==> src/rtl/shtr_pkg.sv <==
// Shared types and helpers for the exposure integration timer.
package shtr_pkg;

    // Shutter mode as presented on the mode input.
    typedef enum logic {
        SHTR_GLOBAL  = 1'b0,
        SHTR_ROLLING = 1'b1
    } shtr_mode_e;

    // Tick period encoding for global mode.
    typedef enum logic [1:0] {
        GRAN_1   = 2'd0,
        GRAN_4   = 2'd1,
        GRAN_16  = 2'd2,
        GRAN_256 = 2'd3
    } gran_e;

    // Clocks per tick for a granularity code.
    function automatic int gran_period(input gran_e g);
        case (g)
            GRAN_1:  return 1;
            GRAN_4:  return 4;
            GRAN_16: return 16;
            default: return 256;
        endcase
    endfunction

endpackage

==> src/rtl/shtr_tick_gen.sv <==
// Tick prescaler. Divides the clock by the selected granularity while run
// is high. The period is captured on clear, which also restarts the phase,
// so the first tick comes G cycles after the clear edge.
// Assumes PRE_W is wide enough to hold 255.
module shtr_tick_gen
    import shtr_pkg::*;
#(
    parameter int PRE_W = 8
) (
    input  logic       clk,
    input  logic       rst_n,
    input  logic       clear,
    input  logic       run,
    input  logic [1:0] gran_sel,
    output logic       tick
);

    logic [PRE_W-1:0] phase_q;
    logic [PRE_W-1:0] last_q;
    logic [PRE_W-1:0] last_d;

    // Terminal phase value for the requested period.
    always_comb last_d = PRE_W'(gran_period(gran_e'(gran_sel)) - 1);

    // A tick marks the final phase of each period.
    always_comb tick = run && !clear && (phase_q == last_q);

    // Phase counter and captured period.
    always_ff @(posedge clk) begin
        if (!rst_n) begin
            phase_q <= '0;
            last_q  <= '0;
        end else if (clear) begin
            phase_q <= '0;
            last_q  <= last_d;
        end else if (run) begin
            phase_q <= tick ? '0 : phase_q + 1'b1;
        end
    end

endmodule

==> src/rtl/shtr_int_counter.sv <==
// Shared integration counter. A start clears it, captures the target (raised
// to MIN_INT in global mode) and the run mode. Each step advances it.
// fire is a combinational strobe, raised on the step that makes the count
// reach the target; the run then ends. An abort ends the run silently.
// A start takes priority over both abort and step.
module shtr_int_counter
    import shtr_pkg::*;
#(
    parameter int CNT_W   = 12,
    parameter int MIN_INT = 10
) (
    input  logic             clk,
    input  logic             rst_n,
    input  logic             start,
    input  logic             abort,
    input  shtr_mode_e       mode_in,
    input  logic [CNT_W-1:0] limit_in,
    input  logic             step,
    output logic             active,
    output shtr_mode_e       run_mode,
    output logic             fire
);

    logic [CNT_W-1:0] cnt_q;
    logic [CNT_W-1:0] tgt_q;
    logic [CNT_W-1:0] tgt_d;
    logic [CNT_W:0]   cnt_nxt;

    // Target for a new run: floor applies only to global mode.
    always_comb begin
        if (mode_in == SHTR_GLOBAL && limit_in < CNT_W'(MIN_INT))
            tgt_d = CNT_W'(MIN_INT);
        else
            tgt_d = limit_in;
    end

    // Reach detection on the incremented count.
    always_comb begin
        cnt_nxt = {1'b0, cnt_q} + 1'b1;
        fire    = active && step && !start && !abort
                  && (cnt_nxt >= {1'b0, tgt_q});
    end

    // Count, run flag and captured run parameters.
    always_ff @(posedge clk) begin
        if (!rst_n) begin
            cnt_q    <= '0;
            tgt_q    <= '0;
            active   <= 1'b0;
            run_mode <= SHTR_GLOBAL;
        end else if (start) begin
            cnt_q    <= '0;
            tgt_q    <= tgt_d;
            active   <= 1'b1;
            run_mode <= mode_in;
        end else if (abort) begin
            active   <= 1'b0;
        end else if (active && step) begin
            cnt_q    <= cnt_nxt[CNT_W-1:0];
            if (fire)
                active <= 1'b0;
        end
    end

endmodule

==> src/rtl/shtr_sync_out.sv <==
// Output stage. Registers the one-cycle sync and timeout pulses and
// captures the pointer start values at the edge on which their sync is issued.
module shtr_sync_out
    import shtr_pkg::*;
#(
    parameter int PTR_W = 10
) (
    input  logic             clk,
    input  logic             rst_n,
    input  logic             rd_load,
    input  logic [PTR_W-1:0] rd_init,
    input  logic             fire,
    input  shtr_mode_e       run_mode,
    input  logic [PTR_W-1:0] rst_init,
    output logic             timeout,
    output logic             rd_sync,
    output logic [PTR_W-1:0] rd_ptr,
    output logic             rst_sync,
    output logic [PTR_W-1:0] rst_ptr
);

    logic rst_fire;

    // A rolling-mode reach becomes the reset-pointer sync.
    always_comb rst_fire = fire && (run_mode == SHTR_ROLLING);

    // Pulse outputs.
    always_ff @(posedge clk) begin
        if (!rst_n) begin
            timeout  <= 1'b0;
            rd_sync  <= 1'b0;
            rst_sync <= 1'b0;
        end else begin
            timeout  <= fire && (run_mode == SHTR_GLOBAL);
            rd_sync  <= rd_load;
            rst_sync <= rst_fire;
        end
    end

    // Pointer start values, loaded with their sync.
    always_ff @(posedge clk) begin
        if (!rst_n) begin
            rd_ptr  <= '0;
            rst_ptr <= '0;
        end else begin
            if (rd_load)
                rd_ptr <= rd_init;
            if (rst_fire)
                rst_ptr <= rst_init;
        end
    end

endmodule

==> src/rtl/shtr_integ_timer.sv <==
// Exposure integration timer, top level. Routes the mode-specific strobes
// into one shared counter: global mode steps it with prescaled ticks, rolling
// mode steps it with row clocks. A change of mode aborts any run in progress.
// Assumes all strobes are one clock wide and synchronous to clk.
module shtr_integ_timer
    import shtr_pkg::*;
#(
    parameter int CNT_W   = 12,
    parameter int PTR_W   = 10,
    parameter int PRE_W   = 8,
    parameter int MIN_INT = 10
) (
    input  logic             clk,
    input  logic             rst_n,
    input  logic             shutter_mode,
    input  logic [CNT_W-1:0] int_limit,
    input  logic [1:0]       gran_sel,
    input  logic             shutter_start,
    input  logic             frame_start,
    input  logic             row_clk,
    input  logic [PTR_W-1:0] rd_ptr_init,
    input  logic [PTR_W-1:0] rst_ptr_init,
    output logic             timeout,
    output logic             rd_sync,
    output logic [PTR_W-1:0] rd_ptr,
    output logic             rst_sync,
    output logic [PTR_W-1:0] rst_ptr
);

    shtr_mode_e mode_now;
    shtr_mode_e mode_q;
    shtr_mode_e run_mode;
    logic       run_start;
    logic       run_abort;
    logic       active;
    logic       tick;
    logic       step;
    logic       fire;
    logic       rd_load;

    // Decode the mode and the strobes that belong to it.
    always_comb begin
        mode_now  = shtr_mode_e'(shutter_mode);
        run_start = (mode_now == SHTR_ROLLING) ? frame_start : shutter_start;
        run_abort = (mode_now != mode_q);
        rd_load   = (mode_now == SHTR_ROLLING) && frame_start;
        step      = (run_mode == SHTR_ROLLING) ? row_clk : tick;
    end

    // Previous mode, used to detect a mode change.
    always_ff @(posedge clk) begin
        if (!rst_n)
            mode_q <= SHTR_GLOBAL;
        else
            mode_q <= mode_now;
    end

    shtr_tick_gen #(
        .PRE_W    (PRE_W)
    ) i_tick (
        .clk      (clk),
        .rst_n    (rst_n),
        .clear    (run_start),
        .run      (active && (run_mode == SHTR_GLOBAL)),
        .gran_sel (gran_sel),
        .tick     (tick)
    );

    shtr_int_counter #(
        .CNT_W    (CNT_W),
        .MIN_INT  (MIN_INT)
    ) i_cnt (
        .clk      (clk),
        .rst_n    (rst_n),
        .start    (run_start),
        .abort    (run_abort),
        .mode_in  (mode_now),
        .limit_in (int_limit),
        .step     (step),
        .active   (active),
        .run_mode (run_mode),
        .fire     (fire)
    );

    shtr_sync_out #(
        .PTR_W    (PTR_W)
    ) i_out (
        .clk      (clk),
        .rst_n    (rst_n),
        .rd_load  (rd_load),
        .rd_init  (rd_ptr_init),
        .fire     (fire),
        .run_mode (run_mode),
        .rst_init (rst_ptr_init),
        .timeout  (timeout),
        .rd_sync  (rd_sync),
        .rd_ptr   (rd_ptr),
        .rst_sync (rst_sync),
        .rst_ptr  (rst_ptr)
    );

endmodule

==> config.mk <==
export PLATFORM = sky130hd
export DESIGN_NAME = shtr_integ_timer
export DESIGN_NICKNAME = d
export VERILOG_FILES = /design/src/rtl/shtr_pkg.sv /design/src/rtl/shtr_tick_gen.sv /design/src/rtl/shtr_int_counter.sv /design/src/rtl/shtr_sync_out.sv /design/src/rtl/shtr_integ_timer.sv
export SDC_FILE = /design/constraint.sdc
export NUM_CORES = 1
export LEC_CHECK = 0
export BUFFER_PORTS_ARGS = -buffer_cell sky130_fd_sc_hd__buf_2
export CORE_ASPECT_RATIO = 1.1
export CORE_MARGIN = 3
export CORE_UTILIZATION = 50
export CTS_CLUSTER_SIZE = 30
export DETAILED_ROUTE_END_ITERATION = 10
export PLACE_DENSITY = 0.74
export SLEW_MARGIN = 25
export SYNTH_ARGS = -nofsm -noshare
export SYNTH_HDL_FRONTEND = slang
export SYNTH_SLANG_ARGS = --single-unit
==> constraint.sdc <==
create_clock -name clk -period 3.6 [get_ports clk]
set_clock_uncertainty 0.2 [all_clocks]
set_input_delay 0.18 -clock clk [delete_from_list [all_inputs] [get_ports clk]]
set_output_delay 0.18 -clock clk [all_outputs]
set_load 0.05 [all_outputs]
# Yosys cells after proc, flatten, opt, wreduce, memory -nomap -nowiden
# Cells that the tools add are included.
dict set report op_classes {
  muxes 9
  n_bitwise 4
  n_shift 0
  n_mul 0
  n_reduce_logical 19
  n_lt_le_gt_ge 2
  addsub 3
  eq_ne 4
  n_div 0
}
# op count
set op_table {}
lappend op_table {{$pmux 5 s3} 1}
lappend op_table {{$add 12x1->13 const B} 1}
lappend op_table {{$ge 13x12->1} 1}
lappend op_table {{$lt 12x4->1 const B} 1}
lappend op_table {{$mux 12} 1}
lappend op_table {{$logic_and 1x1->1} 11}
lappend op_table {{$add 8x1->8 const B} 1}
lappend op_table {{$eq 8x8->1} 1}
lappend op_table {{$mux 8} 1}
lappend op_table {{$sub 8x1->8 const B} 1}
lappend op_table {{$mux 1} 6}
lappend op_table {{$reduce_bool 3->1} 2}
lappend op_table {{$not 1->1} 4}
lappend op_table {{$reduce_and 2->1} 2}
lappend op_table {{$eq 2x1->1 const B} 1}
lappend op_table {{$eq 2x2->1 const B} 1}
lappend op_table {{$logic_not 1->1} 2}
lappend op_table {{$logic_not 2->1} 1}
lappend op_table {{$reduce_or 2->1} 1}
lappend op_table {{$ne 1x1->1} 1}
dict set report totals {
  latch_bits 0
  elab_cells 53
  mem_bits_rw 0
  romBits 0
  memories 0
  regBits 66
  out_inout_bits 23
  inputBits 40
}

# Longest topological paths before layout
# Gate-level depths: netlist (run 1).
dict set report depth {
  ltp_word 13
  ltp_mapped 13
  depth_no_buf 12
}

# Hierarchy
# A second synthesis (run 1) with hierarchy kept.
dict set report unflattened {
  hier_cells 328
  hier_area_um2 3000.4
}
# mod instances seq_area_each_um2 cells_per_inst area_each_um2
set by_module_without_submodules {}
lappend by_module_without_submodules {shtr_int_counter 1 520.5 175 1488.9}
lappend by_module_without_submodules {shtr_sync_out 1 460.4 85 847.1}
lappend by_module_without_submodules {shtr_tick_gen 1 240.2 61 588.1}
lappend by_module_without_submodules {shtr_integ_timer 1 20.0 7 76.3}

# Worst setup path before layout (run 1)
# Ideal clock, no wire load.
dict set report synth_timing {
  path_type {reg2reg}
  start {reg i_cnt.cnt_q[0]}
  end {reg i_out.rst_ptr[0]}
  required_ns 3.274
  stages_incl_launch_ff 14
  arrival_time_ns 2.601
  setup_time_ns 0.126
  slack_ns 0.673
  path_buffers 1
  period_less_slack_ns 2.927
  path_cell_list {dfxtp_1 ha_1 nand3_1 nor2_1 nand3_1 nor2_1 xor2_1 ha_1 a21o_1 a21o_1 a31oi_1 a31oi_1 buf_2 mux2i_1}
}
dict set report synth_between {
  elab_chain_len 4
}
# element line_no
set synth_lines {}
lappend synth_lines {{from (decl)} shtr_int_counter.sv:24} ;# logic [CNT_W-1:0] cnt_q;
lappend synth_lines {{from (signal assigned)} shtr_int_counter.sv:59} ;# cnt_q <= cnt_nxt[CNT_W-1:0];
lappend synth_lines {{$add 12x1->13} shtr_int_counter.sv:39} ;# cnt_nxt = {1'b0, cnt_q} + 1'b1;
lappend synth_lines {{net i_cnt.cnt_nxt[10]} shtr_int_counter.sv:27} ;# logic [CNT_W:0] cnt_nxt;
lappend synth_lines {{$ge 13x12->1} shtr_int_counter.sv:41} ;# && (cnt_nxt >= {1'b0, tgt_q});
lappend synth_lines {{$logic_and 1x1->1} shtr_int_counter.sv:41}
lappend synth_lines {{$logic_and 1x1->1} shtr_sync_out.sv:25} ;# always_comb rst_fire = fire && (run_mode == SHTR_ROLLING);
lappend synth_lines {{to (signal assigned)} shtr_sync_out.sv:49} ;# rst_ptr <= rst_init;
lappend synth_lines {{to (decl)} shtr_sync_out.sv:19} ;# output logic [PTR_W-1:0] rst_ptr
# The timed path passes the listed nets, and every way through them passes these cells.
# A chain may end at the register's enable or synchronous reset.

# Final worst setup path (run 1)
dict set report layout_timing {
  start {reg i_cnt.cnt_q[0]}
  end {reg i_out.rst_ptr[3]}
}
# Same word-level chain as after synthesis.

==> results.yml, run 1 <==
outcome:
  outcome: "finished clean"
global_route:
  gr-total-overflow: 0
  grt_max_degree: 33
  grt_pass1_vias: 2874
  grt_pass1_wl_um: 13500
  track_usage_pct: 24.1
  antenna_found_initial: 0
timing:
  fin_tns_setup_ps: 0
  slew_headroom_pct: 34.2
  period_share_pct: 91.7
  timing.fmax_ghz: 0.303
  worstMarginPinSlew_ps: 986
  finalHoldViolCount: 0
  fin_crit_ps: 3300
  rsz0062_at_grt: "false"
  final-setup-viol-count: 0
  final-max-slew-violation-count: 0
drt:
  dr_total_vias: 2965
  drt_wl_total_um: 8070
  vias_per_cell: 5.46
  firstDrtPassIters: 5
  wl_per_cell_um: 14.9
  drc: 0
  dr.first_iter.drc_count: 172
  postRouteAntennaNets: 0
worst_setup_path:
  critical_path.max_fanout: 10
  r2r_setup_slack_ps: 300
  crit_path_start_kind: "flip-flop"
  crit_arrival_ps: 3330
  end_kind: "flip-flop"
  critPathKind: "flip-flop to flip-flop"
  cp.required_ps: 3630
power_and_ir_drop:
  p_int_mw: 1.06
  max-vdd-ir-drop_uv: 317
  swShare_pct: 27.7
  switching_power_mw: 0.407
  leakagePower_nw: 1.68
  seqPwrFrac_pct: 49.1
  p_comb_share_pct: 14.3
  clkPwrFrac_pct: 36.6
  powerDensity_nw_per_um2: 365
synthesis:
  synth_edf_count: 0
  synth_top_area_share_pct: 39.7
  synth_common_cells: "78 x nand2_1, 62 x dfxtp_1, 22 x a21oi_1, 21 x mux2i_1, 19 x nor2_1"
  synthCells: 364
  yosysMostFrequentCell: "nand2_1"
  syn_avg_cell_area_um2: 8.59
  synth_ff_type: "dfxtp_1"
  synth_seq_area_share_pct: 39.7
  synth.area.top_cells: "dfxtp_1 40%, nand2_1 9.4%, mux2i_1 6.7%"
  synth.cell_area_um2: 3130
  ys_ff_latch: 62
  yosys_warnings: 0
  async_reset_ff_share_pct: 0
  syn_nets: 419
  synth_largest_area_cell: "dfxtp_1"
  ys_types: 45
clock_tree:
  post_cts_resized: 0
  clockBufferDepth: 2
  cts_root_buf: "clkbuf_8"
  clk_pin_slew_ps: 70
  cts_setup_buffers: 0
  insertion_delay_ps: 350
  cts_num_sinks: 62
  h-tree-depth: 3
  numCtsBuffers: 9
  cts_tree: "built"
  hold_buffers: 37
min_path:
  hp-class: "primary input to flip-flop"
die:
  dieHeight_um: 88.9
  die_area_um2: 7240
  ios: 63
  num_rows: 29
  coreArea_um2: 5910
  die_x_um: 81.4
  start_util_pct: 52.9
final_layout:
  fin_util_pct: 68.2
  layout-drive-gt1-share_pct: 19.7
  syn_to_final_growth_pct: 29.0
  antennaDiodeCount: 0
  finalNetCount: 516
placement:
  gp_congestion: 0.867
  dpl.hpwl_um: 4950
  port_buffers: 62
job:
  max-cap-violations: 0
layout by cell type (no fill, tap or decap), types with 2 or more instances in the layout:
cell type | synthesis | routed
nor2_1 | 19 | 19
o21ai_0 | 2 | 2
xor2_1 | 11 | 11
nand3_1 | 11 | 11
buf_4 | 0 | 5
a22o_1 | 6 | 6
a21o_1 | 3 | 3
a2111oi_1 | 3 | 3
nand2b_1 | 2 | 2
or3_1 | 10 | 10
nand2_1 | 78 | 78
and2_1 | 3 | 3
clkbuf_8 | 0 | 10
a21oi_1 | 22 | 22
dfxtp_1 | 62 | 62
o211ai_1 | 3 | 3
or2_2 | 2 | 2
nand4_1 | 6 | 6
nor2b_1 | 2 | 2
clkinv_2 | 0 | 3
clkbuf_1 | 16 | 2
a31oi_1 | 3 | 3
and3_1 | 5 | 5
a211oi_1 | 9 | 9
dlygate4sd3_1 | 0 | 37
o21a_1 | 2 | 2
buf_2 | 1 | 62
inv_1 | 18 | 18
xnor2_1 | 9 | 9
o221a_2 | 2 | 2
mux2i_1 | 21 | 21
nor3_1 | 2 | 2
ha_1 | 15 | 15
layout make-up:
class	count	area, µm²
inverter	18	67.6
tap	77	96.3
clock inverter	4	22.5
fill	463	1880
multi-input combinational	266	1740
clock buffer	12	145
timing repair buffer	104	718
sequential	62	1240
flip-flops by register name, indices dropped and copies added (netlist names):
signal / count
i_cnt.tgt_q: 12
i_out.timeout: 1
i_tick.last_q: 4
i_tick.phase_q: 8
i_out.rst_sync: 1
mode_q: 1
i_out.rd_ptr: 10
i_cnt.cnt_q: 12
i_out.rst_ptr: 10
i_cnt.run_mode: 1
i_out.rd_sync: 1
i_cnt.active: 1
worst paths after layout:
| path | startpoint | to | cells past startpoint |
|---|---|---|---|
| max reg2reg | i_cnt.cnt_q[0]$_SDFFE_PP0P_ | i_out.rst_ptr[3]$_SDFFE_PN0P_ | 13 |
| min reg2reg | i_out.rd_ptr[1]$_SDFFE_PN0P_ | i_out.rd_ptr[1]$_SDFFE_PN0P_ | 2 |
| max | i_cnt.cnt_q[0]$_SDFFE_PP0P_ | i_out.rst_ptr[3]$_SDFFE_PN0P_ | 13 |
| min | shutter_start | i_cnt.run_mode$_SDFFE_PN0P_ | 4 |
through the flow:
| stage | power [mW] | cells | cell area (µm²) | hold slack, ps | setup slack (ps) |
|---|---|---|---|---|---|
| after floorplan | 0.854 | 364 | 3130 | 106 | 673 |
| after global placement | 0.908 | 490 | 3490 | 190 | 478 |
| after detailed placement | 0.912 | 490 | 3490 | 196 | 398 |
| after CTS | 1.47 | 543 | 4030 | 13.6 | 351 |
| after global routing | 1.53 | 543 | 4030 | 56.1 | 99.1 |
| final | 1.47 | 543 | 4030 | 24.0 | 300 |
critical path: stages, from the launching register on:
cell	delay (ps)
dfxtp_1	410
ha_1	250
nand3_1	190
nor2_1	310
nand3_1	160
nor2_1	150
xor2_1	160
ha_1	260
a21o_1	160
a21o_1	170
a31oi_1	250
a31oi_1	160
buf_4	230
mux2i_1	140
layer usage:
layer | global-route usage [%] | routed length, µm
met3 | 7.06 | 512
met2 | 39.5 | 3860
met4 | 11.8 | 268
met1 | 28.8 | 3430
met5 | 0 | 0
logic make-up after synthesis:
family / synth area share (%)
adder cells (fa/ha/maj): 6.00
flip-flops: 39.7
buffers and inverters: 4.60
AO/OA/AOI/OAI: 15.2
AND/OR/NAND/NOR: 21.8
multiplexers: 7.08
XOR/XNOR: 5.60
power groups by stage:
stage               sequential [mW]  clock (mW)  combinational, mW
detailed placement            0.737           0              0.174
finish                        0.722       0.538              0.210
CTS                           0.722       0.545              0.205
floorplan                     0.754           0              0.101
global placement              0.737           0              0.171
global route                  0.725       0.575              0.229
No activity file was read; power rests on OpenSTA's default activity.
==> run 2: changes to the inputs <==
ABC_AREA = 1   (was default)
CORE_UTILIZATION = 49   (was 50)
PLACE_DENSITY = 0.76   (was 0.74)
clock period = 2.8 ns   (was 3.6 ns; I/O delays follow)
==> run 2 against run 1 <==
- the run now ends with negative setup slack left
- register-to-register slack got worse by 340 ps
- critical endpoint is now i_out.rst_ptr[8]$_SDFFE_PN0P_
- area after synthesis decreased by 3.1%
- count of clock-buffer cells in the layout unchanged
- largest power group unchanged
- worst hold slack improved by 33 ps
- largest cell class unchanged
==> results.yml, run 2 <==
outcome:
  outcome: "finished, violations left"
  violations: "negative setup slack"
timing:
  period_share_pct: 101
  timing.fmax_ghz: 0.352
  fin_tns_setup_ps: -44.4
  setup_ws_ps: -37.1
  slew_headroom_pct: 65.5
  finalHoldViolCount: 0
  final-setup-viol-count: 3
  worstMarginPinSlew_ps: 517
  fin_crit_ps: 2840
  final-max-slew-violation-count: 0
  rsz0062_at_grt: "true"
final_layout:
  finalNetCount: 602
  fin_util_pct: 75.5
  antennaDiodeCount: 0
  layout-drive-gt1-share_pct: 27.2
  top_regs: "i_cnt.cnt_q x12, i_cnt.tgt_q x12"
  stdcell_area_um2: 4440
  mostFrequentLayoutCell: "nand2_1"
  n_fill_cell: 399
  mostFrequentLayoutCells: "65 x nand2_1, 64 x nor2_1, 62 x buf_2"
  syn_to_final_growth_pct: 46.4
synthesis:
  syn_avg_cell_area_um2: 7.20
  synth.area.top_cells: "dfxtp_1 41%, nand2_1 9.0%, nor2_1 8.5%"
  async_reset_ff_share_pct: 0
  synthCells: 421
  synth_top_area_share_pct: 41.0
  synth_seq_area_share_pct: 41.0
  yosys_warnings: 0
  synth_common_cells: "73 x nand2_1, 69 x nor2_1, 62 x dfxtp_1, 53 x inv_1, 29 x a21oi_1"
  ys_types: 35
  synth_edf_count: 0
  synth_largest_area_cell: "dfxtp_1"
  yosysMostFrequentCell: "nand2_1"
  synth_ff_type: "dfxtp_1"
  ys_ff_latch: 62
  synth.cell_area_um2: 3030
  syn_nets: 476
worst_setup_path:
  crit_path_start_kind: "flip-flop"
  critPathKind: "flip-flop to flip-flop"
  critical_path.max_fanout: 5
  crit_arrival_ps: 2860
  cp.required_ps: 2820
  end_kind: "flip-flop"
clock_tree:
  insertion_delay_ps: 340
  numCtsBuffers: 9
  cts_tree: "built"
  clk_pin_slew_ps: 70
  clockBufferDepth: 2
  h-tree-depth: 3
  cts_num_sinks: 62
  cts_root_buf: "clkbuf_8"
global_route:
  grt_pass1_wl_um: 13300
  antenna_found_initial: 0
  track_usage_pct: 24.2
  grt.met2_usage_pct: 43.8
  grtUsageMet3_pct: 7.23
  grt_pass1_vias: 3103
  top_usage_layer: "met2"
  met1_usage_pct: 26.0
  grt_max_degree: 34
  gr-total-overflow: 0
power_and_ir_drop:
  p_comb_share_pct: 16.6
  switching_power_mw: 0.563
  powerDensity_nw_per_um2: 473
  finalPower_mw: 2.10
  seqPwrFrac_pct: 44.5
  leakagePower_nw: 2.06
  max-vdd-ir-drop_uv: 430
  p_int_mw: 1.54
  swShare_pct: 26.8
  clkPwrFrac_pct: 38.8
placement:
  place_ws_ps: -113
  dpl.hpwl_um: 5090
  dpl_cell_area_um2: 3470
  gp_congestion: 0.960
  port_buffers: 62
drt:
  firstDrtPassIters: 4
  dr.first_iter.drc_count: 166
  wl_per_cell_um: 14.1
  vias_per_cell: 5.10
  drt_wl_total_um: 8830
  dr_total_vias: 3204
  drc: 0
  postRouteAntennaNets: 0
die:
  dieHeight_um: 88.5
  die_area_um2: 7170
  num_rows: 29
  start_util_pct: 51.6
  coreArea_um2: 5880
  ios: 63
  die_x_um: 81.0
min_path:
  hp-class: "primary input to flip-flop"
job:
  max-cap-violations: 0
-- run 2: power by group through the flow --
stage | Sequential [mW] | Clock, mW | Combinational [mW]
floorplan | 0.988 | 0 | 0.150
global placement | 0.953 | 0 | 0.264
detailed placement | 0.954 | 0 | 0.269
CTS | 0.935 | 0.830 | 0.318
global route | 0.938 | 0.866 | 0.385
finish | 0.935 | 0.815 | 0.350
-- run 2: layout make-up --
cell class	count	area (µm²)	area share, %
Clock inverter	3	42.5	0.959
Tap cell	77	96.3	2.17
Sequential cell	62	1250	28.2
Clock buffer	12	165	3.72
Multi-Input combinational cell	287	1700	38.4
Inverter	59	221	4.99
Timing Repair Buffer	128	960	21.6
-- run 2: path summary, 6_finish.rpt --
| path | endpoint | slack (ps) | from | cells past startpoint |
|---|---|---|---|---|
| setup / recovery | i_out.rst_ptr[8]$_SDFFE_PN0P_ | -40 | i_cnt.cnt_q[1]$_SDFFE_PP0P_ | 18 |
| hold / removal | i_out.timeout$_SDFF_PN0_ | 60 | row_clk | 5 |
| setup reg to reg | i_out.rst_ptr[8]$_SDFFE_PN0P_ | -40 | i_cnt.cnt_q[1]$_SDFFE_PP0P_ | 18 |
| hold reg to reg | i_cnt.tgt_q[5]$_SDFFE_PN0P_ | 260 | i_cnt.tgt_q[5]$_SDFFE_PN0P_ | 2 |
-- run 2: worst max-delay path, cell delays in order (launching register included) --
cell	delay, ps
dfxtp_4	380
nand3_4	90
nor2_4	150
nand2_2	90
nor2_4	130
nand3b_1	100
xor2_1	180
inv_2	70
ha_4	280
nand3_2	70
nor3_2	110
nand2_1	100
nor2_4	120
nor2_4	60
nor2_4	190
buf_12	150
nand3_1	90
nand2_1	100
nor2_1	60
-- run 2: kinds of logic (layout without fill, tap and decap cells) --
| logic type | after synthesis | in the layout | share of synthesized area, % |
|---|---|---|---|
| and+or+nand+nor | 188 | 188 | 27.0 |
| AOI/OAI and AO/OA | 72 | 72 | 12.7 |
| buffers and inverters | 72 | 202 | 9.62 |
| DFF | 62 | 62 | 41.0 |
| adders and majority gates | 15 | 15 | 6.19 |
| xor gates and xnor gates | 12 | 12 | 3.47 |
-- run 2: stage by stage --
step,cells,hold slack (ps)
after floorplan,421,33.5
after global placement,559,185
after detailed placement,559,191
after CTS,620,56.2
after global routing,628,62.8
final,628,57.2
-- run 2: layer usage --
| layer | routed length, µm | part of all wire, % | vias up |
|---|---|---|---|
| met2 | 4530 | 51 | 90 |
| met1 | 3640 | 41 | 1492 |
| met4 | 277 | 3.1 | 0 |
| met5 | 0 | 0 | - |
| met3 | 387 | 4.4 | 29 |
| li1 | - | - | 1593 |
-- run 2: timing repair --
action | 4_1_cts | 5_1_grt
hold endpoints to repair | 41 | 0
setup buffers | 5 | 6
hold buffers | 41 | 0
pin swaps | 4 | 11
endpoints found under the setup margin | 12 | 13
gates cloned | 0 | 2
gates resized for setup | 9 | 40
==> run 3: changes to the inputs <==
HOLD_SLACK_MARGIN = 0.1   (was default)
==> run 3 against run 2 <==
- the run still ends with negative setup slack left
- critical path depth did not move
- wire length is 1.9% higher
- first-iteration DRC count grew 40%
- worst setup slack improved by 9.8 ps
- fmax increased by 0.35%
- sequential power hardly changed
- non-clock buffer count rose by 2
- cell area is 0.85% higher
- combinational power grew 2%
- sequential share of layout area decreased by 0.24 points
- critical path type unchanged
- highest routed layer unchanged
==> results.yml, run 3 (same netlist as run 2, synthesis figures left out) <==
outcome:
  outcome: "finished, violations left"
  violations: "negative setup slack"
final_layout:
  syn_to_final_growth_pct: 47.6
  mostFrequentLayoutCell: "nand2_1"
  top_regs: "i_cnt.cnt_q x12, i_cnt.tgt_q x12"
  n_fill_cell: 390
  layout-drive-gt1-share_pct: 27.1
  antennaDiodeCount: 0
  mostFrequentLayoutCells: "66 x nand2_1, 64 x nor2_1, 62 x buf_2"
  finalNetCount: 604
  fin_util_pct: 76.1
min_path:
  whs_endpoint: "i_cnt.tgt_q[5]$_SDFFE_PN0P_"
  min_path_cells: 2
  hp-class: "flip-flop to flip-flop"
  min_from: "i_cnt.tgt_q[5]$_SDFFE_PN0P_"
drt:
  routed.top_layer: "met4"
  wl_met1_um: 3630
  route.met3.wl_um: 457
  vias_per_cell: 5.21
  firstDrtPassIters: 5
  drc: 0
  drt_wl_total_um: 9000
  dr.first_iter.drc_count: 232
  wl_per_cell_um: 14.3
  dr_total_vias: 3281
  postRouteAntennaNets: 0
  dr_wl_met2_um: 4560
timing:
  finalHoldViolCount: 0
  period_share_pct: 101
  timing.fmax_ghz: 0.354
  fin_crit_ps: 2830
  final-max-slew-violation-count: 0
  rsz0062_at_grt: "true"
  slew_headroom_pct: 66.0
  setup_ws_ps: -27.3
  worstMarginPinSlew_ps: 508
  final-setup-viol-count: 4
die:
  die_area_um2: 7170
  dieHeight_um: 88.5
  ios: 63
  die_x_um: 81.0
  num_rows: 29
  coreArea_um2: 5880
  start_util_pct: 51.6
global_route:
  antenna_found_initial: 0
  gr-total-overflow: 0
  grt_pass1_wl_um: 13300
  grt_pass1_vias: 3091
  grt_max_degree: 34
  track_usage_pct: 24.2
worst_setup_path:
  crit_arrival_ps: 2860
  critical_path.max_fanout: 5
  path_buf_inv: 2
  critPathKind: "flip-flop to flip-flop"
  r2r_setup_slack_ps: -30
  slowest_stage: "dfxtp_4"
  crit_path_start_kind: "flip-flop"
  cp-startpoint: "i_cnt.cnt_q[1]$_SDFFE_PP0P_"
  worstRegToRegCells: 18
  cp.required_ps: 2830
  worstPathCellList: "nand3_4 -> nor2_4 -> nand2_2 -> nor2_4 -> nand3b_1 -> xor2_1 -> inv_2 -> ha_4 -> nand3_4 -> nor3_2 -> nand2_1 -> nor2_4 -> nor2_4 -> nor2_4 -> buf_12 -> nand3_1 -> nand2_1 -> nor2_1"
  r2r-start: "i_cnt.cnt_q[1]$_SDFFE_PP0P_"
  r2r-end: "i_out.rst_ptr[8]$_SDFFE_PN0P_"
  path_common_cell: "nor2_4"
  cp_top_family: "simple AND/OR/NAND/NOR gates"
  end_kind: "flip-flop"
  cp_slowest_stage_delay_ps: 380
job:
  max-cap-violations: 0
placement:
  gp_congestion: 0.960
  port_buffers: 62
  place_ws_ps: -113
  dpl.hpwl_um: 5090
power_and_ir_drop:
  powerDensity_nw_per_um2: 473
  max-vdd-ir-drop_uv: 444
  leakagePower_nw: 2.07
clock_tree:
  cts_root_buf: "clkbuf_8"
  h-tree-depth: 3
  numCtsBuffers: 9
  cts_num_sinks: 62
  clk_pin_slew_ps: 60
  clockBufferDepth: 2
  cts_tree: "built"
  insertion_delay_ps: 350
## run 3: changes by cell type in the layout (fill, tap and decap cells not counted)
| cell | before | now |
|---|---|---|
| nand2_2 | 7 | 6 |
| ha_4 | 3 | 4 |
| nand2_1 | 65 | 66 |
| ha_1 | 12 | 11 |
| nand3_4 | 3 | 4 |
| nand3_2 | 2 | 1 |
| dlygate4sd3_1 | 41 | 43 |
## run 3: how the worst max path moves through the flow
stage	endpoint	slack [ps]	depth (start not counted)
CTS	i_out.rst_ptr[1]$_SDFFE_PN0P_	20	18
finish	i_out.rst_ptr[8]$_SDFFE_PN0P_	-30	18
global placement	i_out.rst_ptr[3]$_SDFFE_PN0P_	-30	18
floorplan	i_out.rst_ptr[0]$_SDFFE_PN0P_	110	18
global route	i_out.rst_ptr[3]$_SDFFE_PN0P_	-160	18
detailed placement	i_out.rst_ptr[0]$_SDFFE_PN0P_	-110	18
## run 3: timing repair
item	in CTS	in global routing
setup buffers	5	6
gates resized for setup	9	41
pin swaps	4	12
endpoints found under the hold margin	41	0
endpoints found under the setup margin	12	13
cloned	0	2
hold buffers	43	0
## run 3: stage by stage
stage | power [mW] | TNS (ps) | instances | hold slack [ps] | cell area, µm²
after global routing | 2.20 | -1190 | 630 | 297 | 4470
after global placement | 1.22 | -250 | 559 | 185 | 3470
after CTS | 2.09 | 0 | 622 | 267 | 4170
after floorplan | 1.14 | 0 | 421 | 33.5 | 3030
after detailed placement | 1.22 | -1070 | 559 | 191 | 3470
final | 2.12 | -64.2 | 630 | 265 | 4470
## run 3: worst register-to-register path: cells and delay by family (launching register included)
kind / cells / cell delay, ps
flops: 1 / 380
simple gates: 14 / 1430
fa+ha+maj: 1 / 290
xor+xnor: 1 / 180
buf+inv: 2 / 220
## run 3: per-layer routing
metal,global-route usage (%),vias up
met1,26.2,1529
met3,7.03,37
met2,43.5,114
met4,10.4,0
li1,-,1601
met5,0,-
## run 3: final cells by class
type,instances,area [µm²],area share [%]
Multi-Input combinational cell,287,1720,38.4
Sequential cell,62,1250,27.9
Timing Repair Buffer,130,980,21.9
Inverter,59,221,4.95
Clock buffer,12,165,3.69
Tap cell,77,96.3,2.15
Clock inverter,3,42.5,0.951
## run 3: where the power goes
part	switching, mW	internal [mW]	leakage [nW]
Combinational	0.209	0.149	1.46
Clock	0.346	0.477	0.104
Sequential	0.0202	0.916	0.508
